**src/rtl/membus_pkg.sv**
```systemverilog
package membus_pkg;
    typedef enum logic [2:0] {
        ST_IDLE,
        ST_ADDR,
        ST_HOLD,
        ST_SETUP,
        ST_STROBE,
        ST_DONE
    } bus_state_t;
endpackage

```
**src/rtl/membus_phase_timer.sv**
```systemverilog
module membus_phase_timer #(
    parameter int CNT_W = 2
) (
    input  logic             clk,
    input  logic             rst,
    input  logic             load,
    input  logic [CNT_W-1:0] load_val,
    output logic             expired
);
    logic [CNT_W-1:0] cnt_q;

    always_ff @(posedge clk) begin
        if (rst) begin
            cnt_q <= '0;
        end else if (load) begin
            cnt_q <= load_val;
        end else if (cnt_q != '0) begin
            cnt_q <= cnt_q - 1'b1;
        end
    end

    assign expired = (cnt_q == '0);
endmodule

```
**src/rtl/membus_pad_ctrl.sv**
```systemverilog
module membus_pad_ctrl
    import membus_pkg::*;
#(
    parameter int DATA_W = 8
) (
    input  logic              clk,
    input  logic              rst,
    input  bus_state_t        state,
    input  logic              is_write,
    input  logic [DATA_W-1:0] addr_lo,
    input  logic [DATA_W-1:0] wdata,
    output logic [DATA_W-1:0] ad_out,
    output logic              ad_oe,
    output logic              ale,
    output logic              rd_n,
    output logic              wr_n
);
    always_comb begin
        ad_out = '0;
        ad_oe  = 1'b0;
        ale    = 1'b0;
        rd_n   = 1'b1;
        wr_n   = 1'b1;
        unique case (state)
            ST_IDLE: begin
            end
            ST_ADDR: begin
                ale    = 1'b1;
                ad_oe  = 1'b1;
                ad_out = addr_lo;
            end
            ST_HOLD: begin
                ad_oe  = 1'b1;
                ad_out = addr_lo;
            end
            ST_SETUP: begin
                ad_oe  = is_write;
                ad_out = is_write ? wdata : '0;
            end
            ST_STROBE: begin
                ad_oe  = is_write;
                ad_out = is_write ? wdata : '0;
                wr_n   = !is_write;
                rd_n   = is_write;
            end
            ST_DONE: begin
            end
            default: begin
            end
        endcase
    end

    assert_one_strobe_R5: assert property (@(posedge clk) disable iff (rst)
        !(!rd_n && !wr_n));

    assert_strobe_after_ale_R4: assert property (@(posedge clk) disable iff (rst)
        (!rd_n || !wr_n) |-> !ale);

    assert_read_release_R7: assert property (@(posedge clk) disable iff (rst)
        !rd_n |-> !ad_oe);

    assert_write_drive_R6: assert property (@(posedge clk) disable iff (rst)
        !wr_n |-> ad_oe && ad_out == wdata);
endmodule

```
**src/rtl/membus_read_capture.sv**
```systemverilog
module membus_read_capture #(
    parameter int DATA_W = 8
) (
    input  logic              clk,
    input  logic              rst,
    input  logic              capture,
    input  logic [DATA_W-1:0] ad_in,
    output logic [DATA_W-1:0] rdata
);
    always_ff @(posedge clk) begin
        if (rst) begin
            rdata <= '0;
        end else if (capture) begin
            rdata <= ad_in;
        end
    end
endmodule

```
**src/rtl/membus_mux_ctrl.sv**
```systemverilog
module membus_mux_ctrl
    import membus_pkg::*;
#(
    parameter int ADDR_W = 16,
    parameter int DATA_W = 8,
    parameter int CNT_W  = 2
) (
    input  logic                     clk,
    input  logic                     rst,
    input  logic                     req_valid,
    input  logic                     req_write,
    input  logic [ADDR_W-1:0]        req_addr,
    input  logic [DATA_W-1:0]        req_wdata,
    input  logic [CNT_W-1:0]         cfg_addr_cyc,
    input  logic [CNT_W-1:0]         cfg_setup_cyc,
    input  logic [CNT_W-1:0]         cfg_strobe_cyc,
    output logic                     ack,
    output logic [DATA_W-1:0]        rdata,
    input  logic [DATA_W-1:0]        ad_in,
    output logic [DATA_W-1:0]        ad_out,
    output logic                     ad_oe,
    output logic [ADDR_W-DATA_W-1:0] a_hi,
    output logic                     ale,
    output logic                     rd_n,
    output logic                     wr_n
);
    localparam int HI_W = ADDR_W - DATA_W;

    bus_state_t        state_q, state_d;
    logic              acc_write_q;
    logic [ADDR_W-1:0] acc_addr_q;
    logic [DATA_W-1:0] acc_wdata_q;
    logic [CNT_W-1:0]  cfg_setup_q, cfg_strobe_q;
    logic              accept;
    logic              tmr_load;
    logic [CNT_W-1:0]  tmr_val;
    logic              tmr_expired;
    logic              capture;

    // state register
    always_ff @(posedge clk) begin
        if (rst) begin
            state_q <= ST_IDLE;
        end else begin
            state_q <= state_d;
        end
    end

    // request capture, only from idle
    always_ff @(posedge clk) begin
        if (rst) begin
            acc_write_q  <= 1'b0;
            acc_addr_q   <= '0;
            acc_wdata_q  <= '0;
            cfg_setup_q  <= '0;
            cfg_strobe_q <= '0;
        end else if (accept) begin
            acc_write_q  <= req_write;
            acc_addr_q   <= req_addr;
            acc_wdata_q  <= req_wdata;
            cfg_setup_q  <= cfg_setup_cyc;
            cfg_strobe_q <= cfg_strobe_cyc;
        end
    end

    // next state and timer control
    always_comb begin
        state_d  = state_q;
        accept   = 1'b0;
        tmr_load = 1'b0;
        tmr_val  = '0;
        capture  = 1'b0;
        unique case (state_q)
            ST_IDLE: begin
                if (req_valid) begin
                    accept   = 1'b1;
                    tmr_load = 1'b1;
                    tmr_val  = cfg_addr_cyc;
                    state_d  = ST_ADDR;
                end
            end
            ST_ADDR: begin
                if (tmr_expired) state_d = ST_HOLD;
            end
            ST_HOLD: begin
                tmr_load = 1'b1;
                tmr_val  = cfg_setup_q;
                state_d  = ST_SETUP;
            end
            ST_SETUP: begin
                if (tmr_expired) begin
                    tmr_load = 1'b1;
                    tmr_val  = cfg_strobe_q;
                    state_d  = ST_STROBE;
                end
            end
            ST_STROBE: begin
                if (tmr_expired) begin
                    capture = !acc_write_q;
                    state_d = ST_DONE;
                end
            end
            ST_DONE: begin
                state_d = ST_IDLE;
            end
            default: begin
                state_d = ST_IDLE;
            end
        endcase
    end

    membus_phase_timer #(.CNT_W(CNT_W)) u_timer (
        .clk      (clk),
        .rst      (rst),
        .load     (tmr_load),
        .load_val (tmr_val),
        .expired  (tmr_expired)
    );

    membus_pad_ctrl #(.DATA_W(DATA_W)) u_pad (
        .clk      (clk),
        .rst      (rst),
        .state    (state_q),
        .is_write (acc_write_q),
        .addr_lo  (acc_addr_q[DATA_W-1:0]),
        .wdata    (acc_wdata_q),
        .ad_out   (ad_out),
        .ad_oe    (ad_oe),
        .ale      (ale),
        .rd_n     (rd_n),
        .wr_n     (wr_n)
    );

    membus_read_capture #(.DATA_W(DATA_W)) u_rcap (
        .clk     (clk),
        .rst     (rst),
        .capture (capture),
        .ad_in   (ad_in),
        .rdata   (rdata)
    );

    assign ack  = (state_q == ST_DONE);
    assign a_hi = acc_addr_q[ADDR_W-1:DATA_W];

    assert_idle_quiet_R1: assert property (@(posedge clk) disable iff (rst)
        (state_q == ST_IDLE) |-> !ale && rd_n && wr_n && !ad_oe && !ack);

    assert_addr_hold_R3: assert property (@(posedge clk) disable iff (rst)
        $fell(ale) |-> ad_oe && ad_out == $past(ad_out));

    assert_ack_pulse_R8: assert property (@(posedge clk) disable iff (rst)
        ack |=> !ack);

    assert_ack_after_strobe_R8: assert property (@(posedge clk) disable iff (rst)
        ack |-> rd_n && wr_n && (!$past(rd_n) || !$past(wr_n)));

    assert_busy_stable_R9: assert property (@(posedge clk) disable iff (rst)
        (state_q != ST_IDLE) && ($past(state_q) != ST_IDLE) |-> $stable(a_hi));
endmodule

```
**config.mk**
```make
export PLATFORM = sky130hd
export DESIGN_NAME = membus_mux_ctrl
export DESIGN_NICKNAME = d
export VERILOG_FILES = /design/src/rtl/membus_pkg.sv /design/src/rtl/membus_phase_timer.sv /design/src/rtl/membus_pad_ctrl.sv /design/src/rtl/membus_read_capture.sv /design/src/rtl/membus_mux_ctrl.sv
export SDC_FILE = /design/constraint.sdc
export NUM_CORES = 1
export LEC_CHECK = 0
export CAP_MARGIN = 40
export CORE_ASPECT_RATIO = 1.75
export CORE_MARGIN = 2
export CORE_UTILIZATION = 40
export CTS_BUF_LIST = sky130_fd_sc_hd__clkbuf_8
export DETAILED_ROUTE_END_ITERATION = 10
export MAX_ROUTING_LAYER = met4
export PLACE_DENSITY = 0.85
export SLEW_MARGIN = 20
export SYNTH_ARGS = -nofsm -noshare
export SYNTH_HDL_FRONTEND = slang
export SYNTH_HIERARCHICAL = 1
export SYNTH_SLANG_ARGS = --single-unit
```
**constraint.sdc**
```tcl
create_clock -name clk -period 2.6 [get_ports clk]
set_input_delay 0.52 -clock clk [delete_from_list [all_inputs] [get_ports clk]]
set_output_delay 0.52 -clock clk [all_outputs]
set_load 0.01 [all_outputs]
```
# ---- Yosys cells after proc, flatten, opt, wreduce, memory -nomap -nowiden
# Index checks and enable logic that the tools add are counted.
dict set report totals {
  in_bits 42
  reg_bits 42
  out_inout_bits 29
  elab_cells 48
}
dict set report classes {
  n_reduce_logical 8
  mux 22
  addsub 1
  eq_ne 9
}
# op n
set ops {}
lappend ops {{$pmux 8 s2} 1}
lappend ops {{$pmux 3 s5} 1}
lappend ops {{$mux 3} 4}
lappend ops {{$mux 1} 8}
lappend ops {{$mux 2} 4}
lappend ops {{$mux 8} 1}
lappend ops {{$ne 2x2->1 const B} 4}
lappend ops {{$eq 3x2->1 const B} 2}
lappend ops {{$eq 3x3->1 const B} 2}
lappend ops {{$pmux 2 s3} 1}
lappend ops {{$reduce_and 4->1} 1}
lappend ops {{$reduce_bool 2->1} 2}
lappend ops {{$reduce_or 2->1} 2}
lappend ops {{$eq 3x1->1 const B} 1}
lappend ops {{$logic_not 3->1} 1}
lappend ops {{$pmux 1 s3} 1}
lappend ops {{$logic_not 2->1} 1}
lappend ops {{$pmux 1 s2} 1}
lappend ops {{$sub 2x1->2 const B} 1}
lappend ops {{$logic_not 1->1} 1}

# ---- Logic depth before layout (Yosys ltp)
# Gate-level depths: netlist of the first run.
dict set report depth {
  ltp_word 4
  mapped_depth 7
  ltp_nobuf 6
}

# ---- Modules after synthesis
# The synthesis of the first run kept the hierarchy.
# mod seq_area_each_um2 area_each_um2 cells_each n_inst
set by_module_without_submodules {}
lappend by_module_without_submodules {membus_mux_ctrl 640.6 1306.3 167 1}
lappend by_module_without_submodules {membus_read_capture 160.2 285.3 26 1}
lappend by_module_without_submodules {membus_pad_ctrl 0.0 160.2 19 1}
lappend by_module_without_submodules {membus_phase_timer 40.0 121.4 12 1}

# ---- Worst setup path after synthesis of the first run
# OpenSTA, ideal clock, no wires.
dict set report synth_timing {
  kind {reg-to-reg}
  start {register state_q[2]}
  end {register acc_addr_q[13]}
  path_stages_with_launch 7
  setup_ns 0.132
  path_slack_ns 1.053
  synth_period_minus_slack_ns 1.547
  required_time_ns 2.468
  n_path_buf 3
  t_arrival_ns 1.414
  path_cell_list {dfxtp_1 > buf_6 > or4b_4 > buf_6 > buf_6 > nand2_1 > a21oi_1}
}
dict set report synth_between {
  elab_chain_len 2
}
# element line_no
set synth_rtl {}
lappend synth_rtl {{from (decl)} membus_mux_ctrl.sv:29} ;# bus_state_t state_q, state_d;
lappend synth_rtl {{from (signal assigned)} membus_mux_ctrl.sv:45} ;# state_q <= state_d;
lappend synth_rtl {{$logic_not 3->1} membus_mux_ctrl.sv:73} ;# unique case (state_q)
lappend synth_rtl {{$mux 1} membus_mux_ctrl.sv:73}
lappend synth_rtl {{to (signal assigned)} membus_mux_ctrl.sv:59} ;# acc_addr_q <= req_addr;
lappend synth_rtl {{to (decl)} membus_mux_ctrl.sv:31} ;# logic [ADDR_W-1:0] acc_addr_q;
# No other way between the ends.
# A chain may end at the register's enable or synchronous reset.

# ---- Worst setup path after layout of the first run
dict set report layout_timing {
  start {register state_q[2]}
  end {output ad_out[0]}
}
dict set report layout_between {
  elab_chain_len 3
  word_cells_on_any_way 7
  classes_between {eq/ne (4); mux (1); reduce/logical (2)}
}
# element line_no
set layout_rtl {}
lappend layout_rtl {{$eq 3x2->1 (tied with other cells)} membus_pad_ctrl.sv:24} ;# unique case (state)
lappend layout_rtl {{$reduce_or 2->1 (no line)} n/a}
lappend layout_rtl {{$pmux 8 s2 (*)} membus_pad_ctrl.sv:24}
lappend layout_rtl {{to (decl)} membus_mux_ctrl.sv:20} ;# output logic [DATA_W-1:0] ad_out,
# Mark *: on every way between the ends. The rest lies on a longest branch, timed or not.

==> results of run 1 <==
[metrics by stage]
step                      setup WS (ns)  area [sq um]
after floorplan                    1.05          1870
after global placement            0.575          2560
after detailed placement          0.540          2560
after CTS                         0.208          2640
after global routing              0.103          2640
final                             0.207          2640
[cells in the mapped netlist, types with 2 or more instances]
master     n
nand2_1   64
dfxtp_1   42
a21oi_1   31
nor2_1    10
a22o_1     8
buf_4      8
mux2i_1    8
buf_2      5
o21ai_0    5
buf_6      4
clkbuf_1   4
nor2b_1    4
inv_1      3
a31oi_1    2
nand2b_1   2
nand3b_1   2
nor3_1     2
xor2_1     2
[flip-flops by register name, summed over array words and instances, names as in the netlist]
name / count
cfg_setup_q: 2
u_rcap/rdata: 8
cfg_strobe_q: 2
acc_addr_q: 16
acc_write_q: 1
state_q: 3
u_timer/cnt_q: 2
acc_wdata_q: 8
[critical path: cells and delay by family (launching register included)]
| family | cells | cell delay (ns) |
|---|---|---|
| simple gates | 1 | 0.24 |
| flops | 1 | 0.38 |
| buf+inv | 2 | 0.74 |
| compound gates | 1 | 0.21 |
[kinds of logic (layout without fill, tap and decap cells)]
family | Yosys count | count (layout) | share of synthesized area [%]
simple gates | 96 | 96 | 24.5
flops | 42 | 42 | 44.9
buf+inv | 25 | 88 | 8.55
fa+ha+maj | 1 | 1 | 0.668
compound gates | 49 | 49 | 15.7
mux | 8 | 8 | 4.28
xor+xnor | 3 | 3 | 1.40
[final timing paths]
| check | startpoint | endpoint | cells past startpoint |
|---|---|---|---|
| worst max register to register | u_timer/cnt_q[0] | u_rcap/rdata[3] | 7 |
| worst max-delay path | state_q[2] | ad_out[0] | 4 |
| worst min-delay path | acc_addr_q[14] | acc_addr_q[14] | 2 |
| worst min register to register | acc_addr_q[14] | acc_addr_q[14] | 2 |
[layout make-up]
type / instances / area (sq um)
clock inverters: 2 / 10.0
clock buffers: 5 / 68.8
fillers: 408 / 1950
repair buffers: 78 / 761
flip-flops and latches: 42 / 841
multi-input cells: 157 / 881
inverters: 3 / 11.3
well taps: 52 / 65.1
[power by group through the flow]
stage | combinational, uW | sequential (uW) | clock [uW]
after CTS | 957 | 844 | 405
after global routing | 1050 | 857 | 433
after global placement | 925 | 852 | 0
final | 951 | 843 | 398
after floorplan | 650 | 848 | 0
after detailed placement | 953 | 859 | 0
[layer usage]
metal,part of all wire (%),GRT usage [%],up-vias
li1,-,-,863
met1,39,17.6,783
met2,55,31.3,37
met3,3.7,4.52,10
met4,3.0,9.35,0
met5,0,-,-
==> impl_metrics.prom, run 1 <==
# TYPE chip_impl_metric gauge
chip_impl_metric{name="drcViolationCount",unit=""} 0
chip_impl_metric{name="placementRows",unit=""} 33
chip_impl_metric{name="pin_count_of_the_biggest_net_entering_global_routing",unit=""} 30
chip_impl_metric{name="register_area_share_after_synthesis",unit="%"} 44.9
chip_impl_metric{name="headroom_to_the_max_slew_limit",unit="%"} 60.6
chip_impl_metric{name="drtIter0Drc",unit=""} 29
chip_impl_metric{name="synth_warnings",unit=""} 6
chip_impl_metric{name="power",unit="uW"} 2190
chip_impl_info{name="crit_path_start_kind",value="flop"} 1
chip_impl_metric{name="fp.coreArea",unit="sq mm"} 0.00458
chip_impl_info{name="outcome",value="finished clean"} 1
chip_impl_metric{name="clock-sinks",unit=""} 42
chip_impl_metric{name="vdd.ir_drop.worst",unit="uV"} 543
chip_impl_metric{name="count_of_antenna_diodes_in_the_layout",unit=""} 0
chip_impl_metric{name="power_frac_seq",unit="%"} 38.5
chip_impl_metric{name="final.hold.worst_slack",unit="ns"} 0.457
chip_impl_metric{name="synth-edff-count",unit=""} 0
chip_impl_metric{name="synthToLayoutAreaGrowth",unit="%"} 40.8
chip_impl_metric{name="cts_made_buffers",unit=""} 5
chip_impl_metric{name="via_count",unit=""} 1693
chip_impl_metric{name="fraction_of_power_consumed_by_the_clock_network",unit="%"} 18.2
chip_impl_metric{name="final_antenna_net_count",unit=""} 0
chip_impl_metric{name="detailedPlacementHpwl",unit="um"} 3280
chip_impl_metric{name="globalplace.congestion",unit=""} 0.792
chip_impl_metric{name="die_area",unit="sq mm"} 0.00527
chip_impl_metric{name="drv_slew",unit=""} 0
chip_impl_metric{name="die_w",unit="um"} 55.7
chip_impl_metric{name="max_slew.worst_pin.slew",unit="ns"} 0.589
chip_impl_metric{name="first_global_vias",unit=""} 1627
chip_impl_metric{name="io_buffers",unit=""} 70
chip_impl_info{name="crit_type",value="reg2out"} 1
chip_impl_metric{name="final_min_period_over_clock_period",unit="%"} 92.0
chip_impl_metric{name="fp.dieH",unit="um"} 94.5
chip_impl_metric{name="total_routed_length",unit="um"} 4400
chip_impl_metric{name="syn_nets",unit=""} 267
chip_impl_metric{name="finish.cell_count_without_fillers",unit=""} 339
chip_impl_metric{name="htreeDepth",unit=""} 2
chip_impl_metric{name="cpPeakStageDelay",unit="ns"} 0.54
chip_impl_metric{name="holdBufCountCts",unit=""} 0
chip_impl_metric{name="clk_pin_slew",unit="ns"} 0.08
chip_impl_metric{name="cellPowerDensity",unit="mW/mm^2"} 831
chip_impl_metric{name="netSwitchingPower",unit="uW"} 799
chip_impl_info{name="cells_along_the_critical_path",value="buf_4 -> nor2_4 -> a22o_1 -> clkdlybuf4s50_1"} 1
chip_impl_info{name="synth_top_area_cell",value="dfxtp_1"} 1
chip_impl_metric{name="final_net_count",unit=""} 330
chip_impl_metric{name="place.detailed.instances",unit=""} 332
chip_impl_metric{name="grt_pass1_wl",unit="um"} 7120
chip_impl_metric{name="timing.critical_path.fanout_max",unit=""} 8
chip_impl_metric{name="power_report.internal_total",unit="uW"} 1390
chip_impl_metric{name="asyncSetResetFlopFracSynth",unit="%"} 0
chip_impl_metric{name="switching_share",unit="%"} 36.4
chip_impl_metric{name="fin_tns_setup",unit="ns"} 0
chip_impl_info{name="hold_path.class",value="reg2reg"} 1
chip_impl_metric{name="post_synth.cell_area_avg",unit="sq um"} 8.36
chip_impl_metric{name="track_usage",unit="%"} 17.6
chip_impl_info{name="critical_path.slowest_cell",value="clkdlybuf4s50_1"} 1
chip_impl_metric{name="cp_data_arrival_time",unit="ns"} 1.87
chip_impl_metric{name="final_layout_size_suffix_gt1_share",unit="%"} 8.01
chip_impl_metric{name="wire_per_inst",unit="um"} 13.0
chip_impl_info{name="cts_tree",value="done"} 1
chip_impl_metric{name="worst_skew_pair.late_latency",unit="ns"} 0.30
chip_impl_metric{name="finalHoldViolCount",unit=""} 0
chip_impl_metric{name="synth_largest_type_area_fraction",unit="%"} 44.9
chip_impl_metric{name="fin_skew",unit="ns"} 0.00859
chip_impl_metric{name="maxCapViolCount",unit=""} 0
chip_impl_info{name="mostFrequentLayoutCell",value="clkdlybuf4s50_1"} 1
chip_impl_metric{name="finalSetupViolCount",unit=""} 0
chip_impl_metric{name="final_min_period",unit="ns"} 2.39
chip_impl_metric{name="part_of_the_power_in_combinational_logic",unit="%"} 43.4
chip_impl_metric{name="drt_pre_antenna_iters",unit=""} 4
chip_impl_info{name="layout.cells.most_common_list",value="70 x clkdlybuf4s50_1, 64 x nand2_1, 42 x dfxtp_1"} 1
chip_impl_metric{name="final_core_util",unit="%"} 57.5
chip_impl_metric{name="post_cts_resized",unit=""} 0
chip_impl_info{name="rsz0062_at_grt",value="false"} 1
chip_impl_metric{name="ys_ff_latch",unit=""} 42
chip_impl_metric{name="post_cts_setup_driven_buffer_insertion_count",unit=""} 0
chip_impl_metric{name="reg_to_reg_setup_timing_slack",unit="ns"} 1.02
chip_impl_metric{name="floorplan.io_pins",unit=""} 71
chip_impl_metric{name="grt_antenna_before_repair",unit=""} 0
chip_impl_metric{name="clk_path_buf_depth",unit=""} 2
chip_impl_info{name="synth.area.top_cells",value="dfxtp_1 45%, nand2_1 13%, a21oi_1 8.3%"} 1
chip_impl_metric{name="detail_route.vias_per_cell",unit=""} 4.99
chip_impl_metric{name="timing.fmax",unit="MHz"} 418
chip_impl_metric{name="syn-instance-count",unit=""} 224
chip_impl_metric{name="cell_leakage_power",unit="uW"} 0.000973
chip_impl_metric{name="post_synth_num_cell_types",unit=""} 36
chip_impl_info{name="clockRootBuffer",value="clkbuf_8"} 1
chip_impl_metric{name="grt.overflow.total",unit=""} 0
chip_impl_metric{name="floorplan.initialDensity",unit="%"} 40.9
chip_impl_metric{name="timing.critical_path.required",unit="ns"} 2.08
chip_impl_info{name="synth_ff_type",value="dfxtp_1"} 1
chip_impl_info{name="timing.critical_path.to_type",value="output port"} 1
chip_impl_metric{name="syn-cell-area",unit="sq mm"} 0.00187
Note: power is estimated with default switching activity, not from simulation.
==> inputs of run 2 (changes only) <==
--- a/config.mk
+++ b/config.mk
@@ -5,14 +5,14 @@
 export SDC_FILE = /design/constraint.sdc
 export NUM_CORES = 1
 export LEC_CHECK = 0
-export CAP_MARGIN = 40
 export CORE_ASPECT_RATIO = 1.75
 export CORE_MARGIN = 2
 export CORE_UTILIZATION = 40
 export CTS_BUF_LIST = sky130_fd_sc_hd__clkbuf_8
 export DETAILED_ROUTE_END_ITERATION = 10
+export DONT_BUFFER_PORTS = 1
 export MAX_ROUTING_LAYER = met4
-export PLACE_DENSITY = 0.85
+export PLACE_DENSITY = 0.65
 export SLEW_MARGIN = 20
 export SYNTH_ARGS = -nofsm -noshare
 export SYNTH_HDL_FRONTEND = slang
==> impl_metrics.prom, run 2 (synthesis gave the netlist of run 1 again) <==
# TYPE chip_impl_metric gauge
chip_impl_info{name="outcome",value="finished clean"} 1
chip_impl_metric{name="fin_skew",unit="ns"} 0.0118
chip_impl_metric{name="power",unit="uW"} 2060
chip_impl_metric{name="total_routed_length",unit="um"} 3880
chip_impl_metric{name="length_of_routed_met2_wiring",unit="um"} 1940
chip_impl_metric{name="final_min_period",unit="ns"} 2.24
chip_impl_info{name="largest_register",value="acc_addr_q"} 1
chip_impl_metric{name="drt_pre_antenna_iters",unit=""} 4
chip_impl_metric{name="holdBufCountCts",unit=""} 0
chip_impl_metric{name="cp_data_arrival_time",unit="ns"} 1.72
chip_impl_info{name="critical_path.slowest_cell",value="dfxtp_1"} 1
chip_impl_metric{name="floorplan.io_pins",unit=""} 71
chip_impl_metric{name="io_buffers",unit=""} 0
chip_impl_info{name="cts_tree",value="done"} 1
chip_impl_metric{name="final_min_period_over_clock_period",unit="%"} 86.0
chip_impl_info{name="rr_startpoint",value="state_q[2]"} 1
chip_impl_metric{name="cts_made_buffers",unit=""} 5
chip_impl_metric{name="switching_share",unit="%"} 37.1
chip_impl_metric{name="final_layout_size_suffix_gt1_share",unit="%"} 8.49
chip_impl_metric{name="count_of_antenna_diodes_in_the_layout",unit=""} 0
chip_impl_info{name="layout.cells.most_common_list",value="64 x nand2_1, 42 x dfxtp_1, 31 x a21oi_1"} 1
chip_impl_metric{name="drcViolationCount",unit=""} 0
chip_impl_info{name="worst_path_dominant_cell_family",value="flip-flops"} 1
chip_impl_metric{name="vdd.ir_drop.worst",unit="uV"} 735
chip_impl_metric{name="timing.fmax",unit="MHz"} 447
chip_impl_metric{name="final_antenna_net_count",unit=""} 0
chip_impl_metric{name="finalSetupViolCount",unit=""} 0
chip_impl_metric{name="r2r.worst_path.cells",unit=""} 6
chip_impl_metric{name="timing.critical_path.required",unit="ns"} 2.08
chip_impl_info{name="crit_type",value="reg2out"} 1
chip_impl_metric{name="placedInstanceArea",unit="sq mm"} 0.00181
chip_impl_metric{name="wl_met3",unit="um"} 235
chip_impl_metric{name="wire_per_inst",unit="um"} 14.7
chip_impl_metric{name="drv_slew",unit=""} 0
chip_impl_metric{name="grt.overflow.total",unit=""} 0
chip_impl_metric{name="worst_skew_pair.late_latency",unit="ns"} 0.29
chip_impl_metric{name="maxCapViolCount",unit=""} 0
chip_impl_info{name="rsz0062_at_grt",value="false"} 1
chip_impl_info{name="hold_path.class",value="in2reg"} 1
chip_impl_metric{name="globalplace.congestion",unit=""} 0.755
chip_impl_metric{name="netSwitchingPower",unit="uW"} 766
chip_impl_metric{name="cpPeakStageDelay",unit="ns"} 0.66
chip_impl_metric{name="timing.critical_path.fanout_max",unit=""} 15
chip_impl_info{name="crit_path_start_kind",value="flop"} 1
chip_impl_metric{name="final_core_util",unit="%"} 42.0
chip_impl_metric{name="die_area",unit="sq mm"} 0.00527
chip_impl_metric{name="detailedPlacementHpwl",unit="um"} 2640
chip_impl_metric{name="power_frac_seq",unit="%"} 44.4
chip_impl_metric{name="reg_to_reg_setup_timing_slack",unit="ns"} 0.99
chip_impl_metric{name="grt_antenna_before_repair",unit=""} 0
chip_impl_metric{name="htreeDepth",unit=""} 2
chip_impl_metric{name="post_cts_setup_driven_buffer_insertion_count",unit=""} 0
chip_impl_metric{name="fin_tns_setup",unit="ns"} 0
chip_impl_metric{name="clock-sinks",unit=""} 42
chip_impl_metric{name="max_slew.worst_pin.slew",unit="ns"} 0.557
chip_impl_info{name="top_layer_used",value="met4"} 1
chip_impl_metric{name="floorplan.initialDensity",unit="%"} 40.9
chip_impl_metric{name="die_w",unit="um"} 55.7
chip_impl_metric{name="final.hold.worst_slack",unit="ns"} 0.293
chip_impl_info{name="worstReg2RegEnd",value="u_timer/cnt_q[1]"} 1
chip_impl_metric{name="headroom_to_the_max_slew_limit",unit="%"} 62.8
chip_impl_info{name="reg_top3",value="acc_addr_q (16), acc_wdata_q (8), u_rcap/rdata (8)"} 1
chip_impl_metric{name="fp.dieH",unit="um"} 94.5
chip_impl_metric{name="synthToLayoutAreaGrowth",unit="%"} 2.81
chip_impl_metric{name="clk_pin_slew",unit="ns"} 0.09
chip_impl_metric{name="detail_route.vias_per_cell",unit=""} 5.22
chip_impl_metric{name="fraction_of_power_consumed_by_the_clock_network",unit="%"} 25.0
chip_impl_metric{name="track_usage",unit="%"} 15.0
chip_impl_metric{name="drtIter0Drc",unit=""} 45
chip_impl_info{name="clockRootBuffer",value="clkbuf_8"} 1
chip_impl_metric{name="pin_count_of_the_biggest_net_entering_global_routing",unit=""} 45
chip_impl_metric{name="final_net_count",unit=""} 254
chip_impl_metric{name="flip_flop_count_of_the_largest_register_all_copies_and_words_added",unit=""} 16
chip_impl_metric{name="post_cts_resized",unit=""} 0
chip_impl_metric{name="via_count",unit=""} 1379
chip_impl_metric{name="critical_path.n_buffers_inverters",unit=""} 0
chip_impl_metric{name="min_path_cells",unit=""} 1
chip_impl_info{name="timing.critical_path.to_type",value="output port"} 1
chip_impl_metric{name="clk_path_buf_depth",unit=""} 2
chip_impl_metric{name="power_report.internal_total",unit="uW"} 1300
chip_impl_metric{name="part_of_the_power_in_combinational_logic",unit="%"} 30.6
chip_impl_metric{name="grt_pass1_wl",unit="um"} 6000
chip_impl_info{name="worstHoldEndpoint",value="cfg_strobe_q[0]"} 1
chip_impl_metric{name="first_global_vias",unit=""} 1302
chip_impl_metric{name="n_fill_cell",unit=""} 462
chip_impl_metric{name="post-route-cell-area",unit="sq mm"} 0.00193
chip_impl_info{name="mostFrequentLayoutCell",value="nand2_1"} 1
chip_impl_metric{name="m1_wl",unit="um"} 1610
chip_impl_metric{name="cell_leakage_power",unit="uW"} 0.000694
chip_impl_metric{name="placementRows",unit=""} 33
chip_impl_metric{name="cellPowerDensity",unit="mW/mm^2"} 1070
chip_impl_metric{name="finalHoldViolCount",unit=""} 0
chip_impl_info{name="holdCritStartpoint",value="rst"} 1
chip_impl_metric{name="fp.coreArea",unit="sq mm"} 0.00458
chip_impl_info{name="cells_along_the_critical_path",value="nand4bb_2 -> nand2_2 -> a22o_1"} 1
[run 2: cell types whose count changed in the layout (fill, tap and decap cells not counted)]
cell and delta:
clkdlybuf4s50_1 -70, buf_4 -6, bufinv_16 +1, clkinv_2 -1
inv_6 +1
[run 2: power by group through the flow]
stage / sequential (uW) / combinational (uW) / clock [uW]
floorplan: 848 / 650 / 0
global placement: 927 / 630 / 0
detailed placement: 933 / 637 / 0
CTS: 919 / 639 / 539
global route: 941 / 707 / 567
finish: 917 / 631 / 516
[run 2: worst max path at each step]
stage	start	to	slack, ns	cells after the start
floorplan	state_q[2]	acc_addr_q[13]	1.05	6
global placement	state_q[0]	ad_out[1]	0.71	3
detailed placement	state_q[1]	ad_out[4]	0.67	3
CTS	state_q[1]	ad_out[4]	0.34	3
global route	state_q[1]	ad_out[4]	0.22	3
finish	state_q[1]	ad_out[0]	0.36	3
[run 2: area by class of cell]
class | instances | area [sq um] | share of cell area, %
Clock buffer | 5 | 68.8 | 3.57
Tap cell | 52 | 65.1 | 3.38
Clock inverter | 3 | 43.8 | 2.27
Inverter | 3 | 11.3 | 0.585
Sequential cell | 42 | 841 | 43.7
Timing Repair Buffer | 2 | 15.0 | 0.780
Multi-Input combinational cell | 157 | 881 | 45.7
[run 2: metrics by stage]
step / setup slack, ns / instances
final: 0.363 / 264
after CTS: 0.337 / 264
after global routing: 0.225 / 264
after detailed placement: 0.673 / 256
after floorplan: 1.05 / 224
after global placement: 0.712 / 256
[run 2: per-layer routing]
layer / GRT usage [%] / up-vias
met4: 9.55 / 0
met5: - / -
met2: 24.1 / 45
met3: 3.70 / 6
met1: 16.6 / 615
li1: - / 713
==> inputs of run 3 (changes only) <==
--- a/config.mk
+++ b/config.mk
@@ -9,6 +9,7 @@
 export CORE_MARGIN = 2
 export CORE_UTILIZATION = 40
 export CTS_BUF_LIST = sky130_fd_sc_hd__clkbuf_8
+export CTS_CLUSTER_SIZE = 28
 export DETAILED_ROUTE_END_ITERATION = 10
 export DONT_BUFFER_PORTS = 1
 export MAX_ROUTING_LAYER = met4
==> results of run 3 <==
The final DEF is identical to that of run 2; final timing and power are the same.
